**src/rtl/evt_timer_pkg.sv**
```systemverilog
package evt_timer_pkg;

    typedef enum logic [1:0] {
        MODE_TIMER = 2'b00,
        MODE_EVENT = 2'b01,
        MODE_PULSE = 2'b10,
        MODE_HOLD  = 2'b11
    } tmode_e;

    typedef enum logic [1:0] {
        PW_IDLE  = 2'b00,
        PW_ARMED = 2'b01,
        PW_MEAS  = 2'b10
    } pw_state_e;

    localparam logic [1:0] ADDR_PRELOAD = 2'd0;
    localparam logic [1:0] ADDR_CTRL    = 2'd1;
    localparam logic [1:0] ADDR_AUX     = 2'd2;

    localparam int AUX_FDIV_ON_BIT  = 0;
    localparam int AUX_PEND_CLR_BIT = 1;

endpackage

```
**src/rtl/evt_input_sync.sv**
```systemverilog
module evt_input_sync #(
    parameter int STAGES = 2
) (
    input  logic clk,
    input  logic rst_n,
    input  logic din,
    output logic rise_o,
    output logic fall_o
);
    // STAGES synchronizer flops plus one history flop for edge detection
    logic [STAGES:0] pipe_d, pipe_q;

    always_comb begin
        pipe_d = {pipe_q[STAGES-1:0], din};
    end

    always_ff @(posedge clk or negedge rst_n) begin
        if (!rst_n) pipe_q <= '0;
        else        pipe_q <= pipe_d;
    end

    assign rise_o = pipe_q[STAGES-1] & ~pipe_q[STAGES];
    assign fall_o = ~pipe_q[STAGES-1] & pipe_q[STAGES];

endmodule

```
**src/rtl/evt_prescaler.sv**
```systemverilog
module evt_prescaler #(
    parameter int SEL_W = 3
) (
    input  logic             clk,
    input  logic             rst_n,
    input  logic             en_i,
    input  logic [SEL_W-1:0] sel_i,
    output logic             tick_o
);
    localparam int DIV_W = (1 << SEL_W) - 1;

    logic [DIV_W-1:0] div_d, div_q;
    logic [DIV_W-1:0] mask;

    always_comb begin
        mask   = ~({DIV_W{1'b1}} << sel_i);
        tick_o = en_i && ((div_q & mask) == mask);
        div_d  = en_i ? div_q + 1'b1 : '0;
    end

    always_ff @(posedge clk or negedge rst_n) begin
        if (!rst_n) div_q <= '0;
        else        div_q <= div_d;
    end

    AST_TICK_SPACING: assert property (@(posedge clk) disable iff (!rst_n)
        (tick_o && en_i && sel_i != '0) |=> (!tick_o || sel_i == '0));

endmodule

```
**src/rtl/evt_count_core.sv**
```systemverilog
module evt_count_core #(
    parameter int CNT_W = 8
) (
    input  logic             clk,
    input  logic             rst_n,
    input  logic             load_i,
    input  logic [CNT_W-1:0] load_val_i,
    input  logic             inc_i,
    input  logic [CNT_W-1:0] preload_i,
    output logic [CNT_W-1:0] count_o,
    output logic             ovf_o,
    output logic             fdiv_o
);
    localparam logic [CNT_W-1:0] CNT_MAX = {CNT_W{1'b1}};

    typedef struct packed {
        logic [CNT_W-1:0] count;
        logic             fdiv;
    } core_t;

    core_t c_d, c_q;

    always_comb begin
        c_d   = c_q;
        ovf_o = 1'b0;
        if (load_i) begin
            c_d.count = load_val_i;
        end else if (inc_i) begin
            if (c_q.count == CNT_MAX) begin
                c_d.count = preload_i;
                c_d.fdiv  = ~c_q.fdiv;
                ovf_o     = 1'b1;
            end else begin
                c_d.count = c_q.count + 1'b1;
            end
        end
    end

    always_ff @(posedge clk or negedge rst_n) begin
        if (!rst_n) c_q <= '0;
        else        c_q <= c_d;
    end

    assign count_o = c_q.count;
    assign fdiv_o  = c_q.fdiv;

    AST_RELOAD_ON_WRAP: assert property (@(posedge clk) disable iff (!rst_n)
        ovf_o |=> (c_q.count == $past(preload_i)));
    AST_FDIV_TOGGLE: assert property (@(posedge clk) disable iff (!rst_n)
        ovf_o |=> (c_q.fdiv != $past(c_q.fdiv)));

endmodule

```
**src/rtl/evt_timer.sv**
```systemverilog
module evt_timer
    import evt_timer_pkg::*;
#(
    parameter int CNT_W       = 8,
    parameter int PSC_SEL_W   = 3,
    parameter int SYNC_STAGES = 2
) (
    input  logic             clk,
    input  logic             rst_n,
    input  logic             wr_en_i,
    input  logic [1:0]       wr_addr_i,
    input  logic [CNT_W-1:0] wr_data_i,
    input  logic             ext_i,
    output logic [CNT_W-1:0] count_o,
    output logic             run_o,
    output logic             irq_o,
    output logic             fdiv_o
);
    // control register field positions
    localparam int CTL_PSC_LSB = 2;
    localparam int CTL_POL_BIT = CTL_PSC_LSB + PSC_SEL_W;
    localparam int CTL_IE_BIT  = CTL_POL_BIT + 1;
    localparam int CTL_RUN_BIT = CTL_IE_BIT + 1;

    typedef struct packed {
        logic [CNT_W-1:0]     preload;
        tmode_e               mode;
        logic [PSC_SEL_W-1:0] psc;
        logic                 pol;
        logic                 ie;
        logic                 run;
        logic                 fdiv_on;
        logic                 pend;
        pw_state_e            pw;
    } regs_t;

    regs_t r_d, r_q;

    logic             rise, fall, lead, trail;
    logic             tick, psc_en, inc, ld, ovf, fdiv_raw;
    logic             wr_pre, wr_ctl, wr_aux, pend_clr;
    logic [CNT_W-1:0] count_w;

    evt_input_sync #(.STAGES(SYNC_STAGES)) i_sync (
        .clk    (clk),
        .rst_n  (rst_n),
        .din    (ext_i),
        .rise_o (rise),
        .fall_o (fall)
    );

    evt_prescaler #(.SEL_W(PSC_SEL_W)) i_psc (
        .clk    (clk),
        .rst_n  (rst_n),
        .en_i   (psc_en),
        .sel_i  (r_q.psc),
        .tick_o (tick)
    );

    evt_count_core #(.CNT_W(CNT_W)) i_core (
        .clk        (clk),
        .rst_n      (rst_n),
        .load_i     (ld),
        .load_val_i (wr_data_i),
        .inc_i      (inc),
        .preload_i  (r_q.preload),
        .count_o    (count_w),
        .ovf_o      (ovf),
        .fdiv_o     (fdiv_raw)
    );

    // strobes and edge selection
    always_comb begin
        wr_pre   = wr_en_i && (wr_addr_i == ADDR_PRELOAD);
        wr_ctl   = wr_en_i && (wr_addr_i == ADDR_CTRL);
        wr_aux   = wr_en_i && (wr_addr_i == ADDR_AUX);
        pend_clr = wr_aux && wr_data_i[AUX_PEND_CLR_BIT];
        lead     = r_q.pol ? fall : rise;
        trail    = r_q.pol ? rise : fall;
        ld       = wr_pre && !r_q.run;
    end

    // increment source per mode
    always_comb begin
        psc_en = 1'b0;
        inc    = 1'b0;
        unique case (r_q.mode)
            MODE_TIMER: begin
                psc_en = r_q.run;
                inc    = r_q.run && tick;
            end
            MODE_EVENT: begin
                inc    = r_q.run && lead;
            end
            MODE_PULSE: begin
                psc_en = r_q.run && (r_q.pw == PW_MEAS);
                inc    = r_q.run && (r_q.pw == PW_MEAS) && tick;
            end
            default: begin
                psc_en = 1'b0;
                inc    = 1'b0;
            end
        endcase
    end

    // next-state of all registers
    always_comb begin
        r_d = r_q;

        // single-shot pulse capture sequencing
        if (!r_q.run || r_q.mode != MODE_PULSE) begin
            r_d.pw = PW_IDLE;
        end else begin
            unique case (r_q.pw)
                PW_IDLE:  r_d.pw = PW_ARMED;
                PW_ARMED: if (lead) r_d.pw = PW_MEAS;
                PW_MEAS: begin
                    if (trail) begin
                        r_d.pw  = PW_IDLE;
                        r_d.run = 1'b0;
                    end
                end
                default:  r_d.pw = PW_IDLE;
            endcase
        end

        // sticky pending flag: overflow wins over a same-cycle clear
        if (pend_clr) r_d.pend = 1'b0;
        if (ovf)      r_d.pend = 1'b1;

        // software writes (control write overrides the hardware clear)
        if (wr_pre) r_d.preload = wr_data_i;
        if (wr_ctl) begin
            r_d.mode = tmode_e'(wr_data_i[1:0]);
            r_d.psc  = wr_data_i[CTL_PSC_LSB +: PSC_SEL_W];
            r_d.pol  = wr_data_i[CTL_POL_BIT];
            r_d.ie   = wr_data_i[CTL_IE_BIT];
            r_d.run  = wr_data_i[CTL_RUN_BIT];
        end
        if (wr_aux) r_d.fdiv_on = wr_data_i[AUX_FDIV_ON_BIT];
    end

    always_ff @(posedge clk or negedge rst_n) begin
        if (!rst_n) begin
            r_q <= '{preload: '0, mode: MODE_TIMER, psc: '0, pol: 1'b0, ie: 1'b0,
                     run: 1'b0, fdiv_on: 1'b0, pend: 1'b0, pw: PW_IDLE};
        end else begin
            r_q <= r_d;
        end
    end

    assign count_o = count_w;
    assign run_o   = r_q.run;
    assign irq_o   = r_q.pend && r_q.ie;
    assign fdiv_o  = fdiv_raw && r_q.fdiv_on;

    AST_PEND_STICKY: assert property (@(posedge clk) disable iff (!rst_n)
        (r_q.pend && !pend_clr) |=> r_q.pend);
    AST_HW_CLEAR_PULSE_ONLY: assert property (@(posedge clk) disable iff (!rst_n)
        (r_q.run && !wr_ctl) |=> (r_q.run || $past(r_q.mode) == MODE_PULSE));
    AST_IDLE_HOLDS: assert property (@(posedge clk) disable iff (!rst_n)
        (!r_q.run && !wr_pre) |=> $stable(count_w));
    AST_HOLD_MODE_FROZEN: assert property (@(posedge clk) disable iff (!rst_n)
        (r_q.mode == MODE_HOLD && !wr_pre) |=> $stable(count_w));

endmodule

```
**config.mk**
```make
export PLATFORM = sky130hd
export DESIGN_NAME = evt_timer
export DESIGN_NICKNAME = d
export VERILOG_FILES = /design/src/rtl/evt_timer_pkg.sv /design/src/rtl/evt_input_sync.sv /design/src/rtl/evt_prescaler.sv /design/src/rtl/evt_count_core.sv /design/src/rtl/evt_timer.sv
export SDC_FILE = /design/constraint.sdc
export NUM_CORES = 1
export LEC_CHECK = 0
export BUFFER_PORTS_ARGS = -buffer_cell sky130_fd_sc_hd__buf_2
export CAP_MARGIN = 20
export CORE_MARGIN = 8
export CORE_UTILIZATION = 30
export CTS_CLUSTER_DIAMETER = 40
export CTS_CLUSTER_SIZE = 24
export DETAILED_ROUTE_END_ITERATION = 12
export PLACE_DENSITY = 0.58
export SYNTH_ARGS = -nofsm -noshare
export SYNTH_HDL_FRONTEND = slang
export SYNTH_SLANG_ARGS = --single-unit
```
**constraint.sdc**
```tcl
create_clock -name clk -period 1.8 [get_ports clk]
set_clock_uncertainty 0.05 [all_clocks]
set_input_delay 0.27 -clock clk [delete_from_list [all_inputs] [get_ports clk]]
set_output_delay 0.27 -clock clk [all_outputs]
set_load 0.05 [all_outputs]
```
## After elaboration in Yosys (flattened, before gate mapping)

Cells that the tools add are included.

| cells by class | value |
|---|---|
| reduce and logical (&&, ||, !) cells | 24 |
| muxes and demuxes | 22 |
| bitwise logic cells | 8 |
| equal/unequal tests | 12 |
| $add $sub $neg | 2 |
| shift operators | 1 |

Operators with widths:

| operator | count |
|---|---|
| two-way mux 8 bit | 2 |
| logical AND 1 bit | 12 |
| two-way mux 1 bit | 12 |
| two-way mux 9 bit | 1 |
| adder 8 x 1 -> 8 bit, second input constant | 1 |
| == test 8 bit, second input constant | 1 |
| nonzero test 2 bit | 4 |
| adder 7 x 1 -> 7 bit, second input constant | 1 |
| bitwise AND 7 bit | 1 |
| == test 7 bit | 1 |
| two-way mux 7 bit | 1 |
| NOT 7 bit | 1 |
| left shift 7 x 3 -> 7 bit, first input constant | 1 |
| == test 2 x 1 -> 1 bit, second input constant | 3 |
| == test 2 bit, second input constant | 3 |
| zero test 2 bit | 3 |
| two-way mux 2 bit | 3 |
| case mux 2 bit (3 select lines) | 1 |
| AND reduction 3 bit | 2 |
| inequality test 2 bit, second input constant | 2 |
| NOT 1 bit | 4 |
| inequality test 3 x 2 -> 1 bit, second input constant | 1 |
| inequality test 3 bit, second input constant | 1 |
| case mux 1 bit (3 select lines) | 1 |
| 5 further kinds | 6 |

| storage, ports and cells | value |
|---|---|
| word-level logic and storage cells | 82 |
| register bits | 39 |
| output and inout bits | 11 |
| input bits | 14 |

## Depth between registers and ports, before layout

Gate-level depths: netlist (run 1).

| logic depth | value |
|---|---|
| depth in word-level cells | 10 |
| mapped depth | 6 |
| mapped depth without buffers | 6 |

## By module

Synthesis (run 1) repeated with hierarchy kept, for this count alone.

| second synthesis, totals | value |
|---|---|
| cells, all modules | 177 |
| area total of the unflattened synthesis | 1,959.4 um^2 |

Modules (own cells, without submodules):

| module | cells an instance | instances | seq. area each (um^2) | area each (um^2) |
|---|---|---|---|---|
| evt_timer | 63 | 1 | 500.5 | 878.3 |
| evt_count_core | 73 | 1 | 225.2 | 633.1 |
| evt_prescaler | 36 | 1 | 175.2 | 357.8 |
| evt_input_sync | 5 | 1 | 75.1 | 90.1 |

## Worst setup path before layout (run 1)

OpenSTA, ideal clock, no wires.

| timing path | value |
|---|---|
| path type | register to register |
| start point | reg r_q (netlist bit run_o) |
| end point | reg i_core.c_q (netlist bit i_core.count_o[3]) |
| clock period less this slack | 1.986 ns |
| path buffers | 0 |
| stages on the path, launching flop included | 6 |
| setup time | 0.120 ns |
| required time | 1.630 ns |
| path slack | -0.186 ns |
| arrival | 1.816 ns |
| cells stage by stage | dfrtp_1 -> inv_1 -> nor2_1 -> a21oi_2 -> or4_1 -> a31o_1 |

| on the way | value |
|---|---|
| longest elaborated chain between the ends | 6 |
| elaborated cells on any way between the ends | 11 |
| classes of those cells | 3 x mux; 8 x reduce/logical |

Ends and longest elaborated chain:

| element | line | RTL |
|---|---|---|
| start: declaration | evt_timer.sv:37 | `regs_t r_d, r_q;` |
| start signal: assignment | evt_timer.sv:145 | `r_q <= '{preload: '0, mode: MODE_TIMER, psc: '0, pol: 1'b0, ie: 1'b0,` |
| start signal: assignment | evt_timer.sv:148 | `r_q <= r_d;` |
| logical AND 1 bit | evt_timer.sv:96, evt_timer.sv:97 |  |
| case mux 1 bit (2 select lines) | evt_timer.sv:87 | `unique case (r_q.mode)` |
| logical AND 1 bit | evt_prescaler.sv:17 | `tick_o = en_i && ((div_q & mask) == mask);` |
| logical AND 1 bit (on tied branches) | evt_timer.sv:97, evt_timer.sv:90 |  |
| case mux 1 bit (3 select lines) | evt_timer.sv:87 |  |
| nonzero test 2 bit (no source line) | n/a |  |
| end signal: assignment | evt_count_core.sv:40 | `if (!rst_n) c_q <= '0;` |
| end signal: assignment | evt_count_core.sv:41 | `else c_q <= c_d;` |
| end: declaration | evt_count_core.sv:21 | `core_t c_d, c_q;` |

Several ways; a longest one is shown, not always the timed one.
A chain may end at the register's enable or synchronous reset.

## Worst setup path in the final report (run 1)

| timing path | value |
|---|---|
| start point | reg r_q[6] in the netlist's numbering |
| end point | reg i_core.c_q (netlist bit i_core.fdiv_o) |

| on the way | value |
|---|---|
| longest elaborated chain between the ends | 4 |

Ends and longest elaborated chain:

| element | line | RTL |
|---|---|---|
| two-way mux 1 bit | evt_timer.sv:78 | `lead = r_q.pol ? fall : rise;` |
| logical AND 1 bit | evt_timer.sv:93 | `inc = r_q.run && lead;` |
| case mux 1 bit (3 select lines) | evt_timer.sv:87 |  |
| AND reduction 3 bit (no source line) | n/a |  |

No other way between the ends.

==> results of run 1 <==
-- metal layers --
layer / track usage (%) / part of all wire [%] / up-vias
li1: - / - / 775
met1: 15.4 / 49 / 782
met2: 18.0 / 47 / 23
met3: 3.04 / 2.9 / 9
met4: 4.41 / 1.5 / 0
met5: 0 / 0 / -
-- worst max-delay path by stage --
| stage | start | endpoint | slack (ns) |
|---|---|---|---|
| finish | r_q[6] | i_core.fdiv_o | -0.1 |
| global route | r_q[6] | i_core.fdiv_o | -0.20 |
| CTS | r_q[6] | i_core.count_o[3] | -0.04 |
| detailed placement | r_q[6] | i_core.fdiv_o | -0.17 |
| global placement | r_q[6] | i_core.fdiv_o | -0.12 |
| floorplan | i_core.count_o[7] | i_core.count_o[3] | -0.09 |
-- synthesized netlist by cell type (2+ instances only) --
library cell,n,area [um^2]
xnor2_1,4,35.0
and2_1,3,18.8
o221ai_1,5,43.8
a21o_1,2,15.0
a21oi_1,4,20.0
nor2_1,14,52.6
nor3_1,3,15.0
and3_1,2,12.5
ha_1,2,25.0
o21ai_0,7,35.0
nand3b_1,3,22.5
nand2b_1,2,12.5
a21boi_0,3,22.5
a31oi_1,3,18.8
xor2_1,4,35.0
nand2_1,16,60.1
dfrtp_1,39,976
inv_1,11,41.3
mux2_2,18,203
nand3_1,6,30.0
a211oi_1,2,15.0
-- power by group through the flow --
stage / logic [mW] / clock network (mW) / registers (mW)
after floorplan: 0.474 / 0 / 1.56
after global placement: 1.28 / 0 / 1.20
after detailed placement: 1.29 / 0 / 1.20
after CTS: 1.33 / 0.786 / 1.19
after global routing: 1.47 / 0.822 / 1.22
final: 1.36 / 0.769 / 1.19
-- per-stage QoR --
step	setup WS [ns]	utilization, %	total power, mW	area (um^2)
after detailed placement	-0.167	37.2	2.50	2350
final	-0.0997	40.2	3.32	2540
after floorplan	-0.0938	-	2.03	1950
after CTS	-0.0436	39.6	3.30	2500
after global placement	-0.120	37.2	2.48	2350
after global routing	-0.198	40.2	3.51	2540
-- layout make-up --
cell class              count  area [um^2]
clock inverters             2         35.0
multi-input cells         129          952
clock buffers               6         82.6
inverters                  11         41.3
well taps                  77         96.3
fillers                   642         3770
flip-flops and latches     39          985
repair buffers             53          348
-- sequential cells by signal (all words and copies together) (netlist names) --
signal and flops:
i_psc.div_q 7, i_core.fdiv_o 1, i_core.count_o 8, i_sync.pipe_q 3, r_q 19, run_o 1
-- placed cells by master (no fill, tap or decap), types with 2 or more instances in the layout --
cell / count
dfrtp_1: 32
buf_4: 26
buf_2: 24
mux2_2: 18
nand2_1: 16
nor2_1: 14
inv_1: 11
dfrtp_2: 7
nand3_1: 6
o21ai_0: 6
clkbuf_8: 6
xnor2_1: 4
a21oi_1: 4
xor2_1: 3
and2_1: 3
a21boi_0: 3
a31oi_1: 3
nand3b_1: 3
o221ai_1: 3
and3_1: 2
nand2b_1: 2
a21o_1: 2
a211oi_1: 2
o221ai_2: 2
nor3_1: 2
ha_1: 2
buf_6: 2
-- cells by family after synthesis --
group / Yosys count
buffers and inverters: 13
muxes: 19
xor gates and xnor gates: 8
AOI/OAI and AO/OA: 40
and+or+nand+nor: 60
adders and majority gates: 2
DFF: 39
-- worst max-delay path, delay by kind of cell (launching register included) --
kind	cells	cell delay [ns]
and+or+nand+nor	2	0.62
DFF	1	0.38
AOI/OAI and AO/OA	2	0.33
buffers and inverters	2	0.30
xor gates and xnor gates	1	0.15
-- what timing repair did --
item / in CTS / in global routing
pin swaps: 1 / 2
setup endpoints to repair: 6 / 10
resized for setup: 4 / 6
setup buffers: 1 / 1
endpoints found under the hold margin: 31 / 0
hold buffers: 1 / 0
==> run summary, run 1 <==
The run finished, with violations left. The final reports fail on setup timing. The final layout contains 255 nets. The endpoint required time on the critical path came out at 1.97 ns. The floorplan step defined a die boundary enclosing 9280 um^2. The overall fraction of global-route tracks in use came out at 11.7%.

The critical path goes through or3b_4, a211oi_2, a21oi_2, buf_4, nor3_4, buf_6, xor2_2. Setup repair after global routing could not meet its margin everywhere. The number of detailed-routing iterations run before antenna repair is 4. The number of enable flip-flop cells after synthesis is 0. The total power density per cell area came out at 1310 nW/um^2.

TritonCTS built the clock tree. The total of buffers placed on input and output ports came out at 24. The initial antenna violation count was 0. The x dimension of the die came out at 96.4 um.

The core region area is 6310 um^2. The number of nets in the synthesized netlist is 197. The share of the clock period used by the worst path after layout is 106%. A synthesized cell averages 10.7 um^2.

The maximum resistive drop on vdd is 0.584 mV. The worst hold path endpoint is i_sync.pipe_q[0]. The clock insertion delay at the later pin of the skew report is 0.29 ns. The sequential cell fraction of total power is 35.9%. The upper clock frequency limit came out at 526 MHz.

The root buffer cell is clkbuf_8. The count of cells along the worst register-to-register path is 7. STA classifies the critical path startpoint as a flop.

The total number of vias came out at 1589. The startpoint of the most critical hold path is ext_i. The wire length of the first global-routing pass came out at 8.36 mm. The count of endpoints failing hold in the final timing report is 0. The arithmetic-cell share of the synthesized area counting full adders, half adders and majority gates is 1.29%.

The endpoint identified for the worst register-to-register timing path is i_core.fdiv_o. The switching share of total power came out at 38.8%. The count of standard-cell rows came out at 29. The remaining number of nets flagged by the antenna check after routing is 0.

The total I/O pin count is 25. The final layout contains routed wiring with a total length of 4.94 mm. The largest net degree at the start of global routing came out at 40. The via count of the first global-routing pass came out at 1659. The reported leakage power came out at 1.14 nW.

The beginning of the worst register-to-register path is r_q[6]. The total global routing overflow came out at 0. The peak per-stage delay on the critical path is 0.40 ns. The post-synthesis sequential area ratio is 50.4%.

The tool flagged a number of max-cap violations equal to 0. The area share of xor/xnor cells in the synthesized design is 3.62%. The internal power consumption is 2.03 mW. The final worst-path setup slack came out at -0.0997 ns. Measured against its own limit, the worst slew margin works out to 65.3%. By area, the combinational part of the netlist is dominated by simple AND/OR/NAND/NOR gates. The net switching power is 1.29 mW.

The effective utilization at floorplan came out at 30.7%. The worst setup path is of the reg -> reg kind. The basic-gate share of the synthesized area counting and, or, nand and nor cells came out at 15.8%.

The slowest stage of the critical path is the or3b_4 cell. From bottom edge to top edge, the die measures 96.4 um. The number of max-slew violations in the final report is 0. In the final layout, the share of cells above drive strength 1 is 41.3%. The count of distinct cell types in the synthesized netlist is 49. The accumulated negative setup slack is -0.251 ns.

The peak fanout along the critical path came out at 6. During synthesis, Yosys emitted a total of 0 warnings. Counting instances, the worst hold path has a depth of 1. The remaining routing DRC violations came out at 0. Hold timing on the final database bottoms out at a slack of 0.0316 ns.

The slew at the pin closest to its max-slew limit is 0.520 ns. The number of violations reported at the end of detailed-routing iteration 0 came out at 113. The final critical path time including I/O delays and setup is 1.90 ns. The total inserted antenna cells is 0. The CTS sink count is 39. Per report_power, the clock group accounts for 23.2% of the total. Counting tap cells, the placed design contains a total of 306 instances. The share of cell area taken by muxes after synthesis is 11.0%.

The number of buffers created by CTS is 5. The path class of the tightest hold or removal check is in -> reg. The logic gate share of total power came out at 40.9%. The global placer's final weighted congestion is 0.912. The clock passes through at most 2 buffers. CTS built an H-tree with a depth of 2. Excluding fillers, the count of instances in the completed layout stands at 317. The reg2reg setup slack is -0.1 ns. The detailed-route vias per instance came out at 5.01. The average routed wire per standard cell is 15.6 um. The endpoint arrival time on the critical path came out at 2.07 ns. The number of storage elements in the synthesis netlist came out at 39.

After synthesis the cells add up to 1940 um^2. The detailed placement HPWL came out at 3.54 mm. The share of synthesized flip-flops with an asynchronous set or reset is 100%.

The cell count after synthesis came out at 181. The total of endpoints with negative setup slack in the final report came out at 7. STA classifies the critical path endpoint as a flop. Relative to the synthesized area, the layout overhead comes to 31.1%. The top flip-flop cell by instance count after synthesis is dfrtp_1.

Clock-pin slew was measured on the worst setup and hold paths at 0.08 ns. Summing the areas of all compound-gate instances in the mapped netlist gives 15.2% of the synthesized area.
(Power assumes the default switching activity.)
==> inputs of run 2 (changes only) <==
BUFFER_PORTS_ARGS = not set   (was -buffer_cell sky130_fd_sc_hd__buf_2)
DONT_BUFFER_PORTS = 1   (was not set)
GPL_TIMING_DRIVEN = 0   (was not set)
PLACE_DENSITY = 0.54   (was 0.58)
SYNTH_HIERARCHICAL = 1   (was not set)
==> run summary, run 2 <==
The run finished, with violations left. The checks that failed: setup timing. The number of enable flip-flop cells after synthesis is 0 (unchanged). The critical path endpoint category is a flop. The fraction of synthesized cell area taken by the top area cell type is 49.8% (-0.58 points). The number of levels in the clock H-tree is 2 (unchanged).

Among cell families on the critical path, the largest total delay comes from compound AO/OA/AOI/OAI gates. The detailed placement HPWL is 2.99 mm (-16%). The total number of vias is 1358 (-15%). In the layout the commonest cells are dfrtp_1 (35), mux2_2 (16), a21oi_1 (11). The upper clock frequency limit came out at 492 MHz (-6.6%). In the synthesized netlist the dominant register cell turns out to be dfrtp_1. The CTS sink count is 39 (unchanged). The number of detailed-routing iterations run before antenna repair came out at 4 (unchanged). The share of the clock period used by the worst path after layout came out at 113% (+7.5 points). The largest net degree at the start of global routing is 40 (unchanged). The net switching power came to 0.968 mW (-25%). In this run the worst hold path is classified as in -> reg.

The total of endpoints with negative setup slack in the final report came out at 10 (+3). The met1 track utilization from global routing is 12.1% (-3.3 points). The initial antenna violation count is 0 (unchanged). The slew at the pin closest to its max-slew limit is 0.684 ns (+0.164 ns). By area the synthesized netlist is led by dfrtp_1 (50%), mux2_2 (9.2%), a21oi_1 (3.3%).

The number of storage elements in the synthesis netlist is 39 (unchanged). The overall fraction of global-route tracks in use came out at 9.76% (-1.9 points). TritonCTS built the clock tree. The maximum number of buffers from clock root to sink is 2 (unchanged). The reported max-cap violation count came out at 0 (unchanged). The final worst-path setup slack is -0.234 ns (-0.135 ns). The total power consumption of the routed design is 2.53 mW (-24%).

The peak per-stage delay on the critical path came out at 0.57 ns (+0.17 ns). The worst hold slack came to 0.0511 ns (+0.0195 ns). The library cell used most frequently in the layout, excluding fill and tap cells, is dfrtp_1. The number of standard cells in the final layout excluding fillers is 269 (-15%).

The full die area came out at 9370 um^2 (+0.97%). The number of buffers created by CTS came out at 5 (unchanged). The number of violations reported at the end of detailed-routing iteration 0 came out at 44 (-61%). The clock network fraction of total power is 23.0% (-0.2 points). The cell type with the largest total area after synthesis is dfrtp_1. The total global routing overflow was 0 (unchanged). The clock insertion delay at the later pin of the skew report was 0.29 ns (about the same). The kind of launch point of the worst setup path is a flop. The number of cells in the design after placement came out at 254 (-17%). The count of warnings emitted by yosys came out at 6 (+6). Ranked by instance count, the synthesized netlist is headed by dfrtp_1 (39), mux2_2 (16), a21oi_1 (13). The maximum resistive drop on vdd came out at 0.522 mV (-11%).

The gate count after technology mapping came out at 177 (-2.2%). The die boundary height came out at 96.8 um (+0.48%). The global-route met3 utilization came out at 4.48% (+1.4 points). The met2 demand-to-capacity share in global routing is 14.6% (-3.4 points). The final critical path time including I/O delays and setup came to 2.03 ns (+0.135 ns). The most congested layer reported by global routing is met2. The root buffer cell is clkbuf_8. The flip-flop count of the largest register after layout is 19 (unchanged).

The number of max-slew violations in the final report was 0 (unchanged). The total power density per cell area was 1100 nW/um^2 (-16%). The count of distinct cell types in the synthesized netlist is 45 (-8.2%). The post-synthesis sequential area ratio was 49.8% (-0.58 points). The total number of nets in the final design came out at 207 (-19%). The effective utilization at floorplan came out at 30.9% (+0.18 points).

Setup repair after global routing could not meet its margin everywhere. The remaining routing DRC violations came out at 0 (unchanged). The number of buffer and inverter stages on the critical path is 2 (unchanged). The internal power consumption came out at 1.56 mW (-23%).

The core region area came out at 6350 um^2 (+0.57%). The sum of routed wire length over all layers came to 4.42 mm (-11%). The endpoint required time on the critical path came out at 1.92 ns (-0.05 ns). The total of buffers placed on input and output ports came out at 0 (-100%). The average routed wire per standard cell is 16.4 um (+5.4%).

The x dimension of the die was 96.8 um (+0.48%). The slowest library cell on the worst path is dfrtp_4. The total inserted antenna cells was 0 (unchanged).

The total I/O pin count came out at 25 (unchanged). The count of endpoints failing hold in the final timing report came to 0 (unchanged). The peak fanout along the critical path came to 6 (unchanged). The remaining number of nets flagged by the antenna check after routing is 0 (unchanged).

The CTS clock-pin slew for the worst setup and hold paths came out at 0.08 ns (about the same). The mean post-synth cell area is 11.1 um^2 (+3.4%). The count of standard-cell rows came out at 29 (unchanged). The global placer's final weighted congestion was 0.739 (-19%). The post-synthesis to final-layout area growth came out at 17.6%. The via count of the first global-routing pass is 1434 (-14%). The critical path in this run is classified as reg -> reg. The sequential cell fraction of total power came out at 57.5% (+22 points). The share of synthesized flip-flops with an asynchronous set or reset is 100% (unchanged).

The endpoint arrival time on the critical path came out at 2.16 ns (+0.09 ns). The post-synthesis net count came out at 193 (-2.0%). The detailed-route vias per instance came out at 5.05 (+0.71%). The worst slew slack as a fraction of its limit was 54.4% (-11 points). The logic gate share of total power came out at 19.6% (-21 points). The register with the most flip-flops is r_q. The reported leakage power is 0.959 nW (-16%). The switching share of total power is 38.3% (-0.43 points). Among all cell types in the netlist, the one instantiated most often is dfrtp_1. The critical path goes through nand2b_4, a21oi_4, nand2_1, a211oi_2, nand2b_1, a21oi_2, o21a_1, buf_8, buf_6, nor3b_1, a21oi_1, o21ai_1.

The share of layout cells above drive strength 1 came out at 28.1% (-13 points). The total standard cell area after synthesis came out at 1960 um^2 (+1.2%). The wire length of the first global-routing pass came to 7.45 mm (-11%).
## run 2: power groups by stage
stage	Sequential (mW)	Clock [mW]	Combinational, mW
after detailed placement	1.47	0	0.437
after CTS	1.45	0.611	0.492
after global routing	1.48	0.649	0.564
after floorplan	1.40	0	0.383
after global placement	1.46	0	0.431
final	1.45	0.580	0.494
## run 2: area by class of cell
class | instances | area (um^2)
clock inverters | 1 | 5.00
fillers | 623 | 4050
inverters | 4 | 15.0
repair buffers | 7 | 77.6
clock buffers | 7 | 76.3
well taps | 77 | 96.3
plain buffers | 7 | 60.1
flip-flops and latches | 39 | 983
multi-input cells | 127 | 991
## run 2: metrics by stage
stage	worst slack, ns	area, um^2	util (%)	setup TNS (ns)
after detailed placement	-0.507	2110	33.2	-4.24
after global routing	-0.346	2300	36.3	-3.09
after global placement	-0.509	2110	33.2	-4.35
after CTS	-0.279	2290	36.1	-2.36
after floorplan	-0.180	2010	-	-1.11
final	-0.234	2300	36.3	-2.03
## run 2: final timing paths
kind / startpoint / end / slack [ns] / cells after the start
min: wr_data_i[6] / i_core/count_o[6] / 0.05 / 2
min reg2reg: i_sync/pipe_q[0] / i_sync/pipe_q[1] / 0.30 / 0
max in group asynchronous: rst_n / i_core/count_o[1] / 1.09 / 2
max: run_o / i_core/count_o[1] / -0.23 / 12
max reg2reg: run_o / i_core/count_o[1] / -0.23 / 12
min in group asynchronous: rst_n / i_core/count_o[7] / 0.38 / 2
## run 2: kinds of logic after synthesis
| family | count (synthesis) | synth area share [%] |
|---|---|---|
| xor+xnor | 6 | 2.68 |
| simple gates | 58 | 18.9 |
| compound gates | 39 | 11.8 |
| fa+ha+maj | 2 | 1.28 |
| flops | 39 | 49.8 |
| buf+inv | 11 | 3.26 |
| mux | 22 | 12.3 |
## run 2: timing repair
item	4_1_cts	5_1_grt
buffers inserted	4	0
gates resized for setup	8	4
endpoints found under the setup margin	10	10
pin swaps	3	2
endpoints found under the hold margin	40	0
hold buffers	3	0
## run 2: metal layers
| layer | vias to the layer above | wire, um |
|---|---|---|
| li1 | 662 | - |
| met1 | 669 | 2180 |
| met2 | 27 | 1920 |
| met3 | 0 | 315 |
| met4 | 0 | 0 |
| met5 | - | 0 |
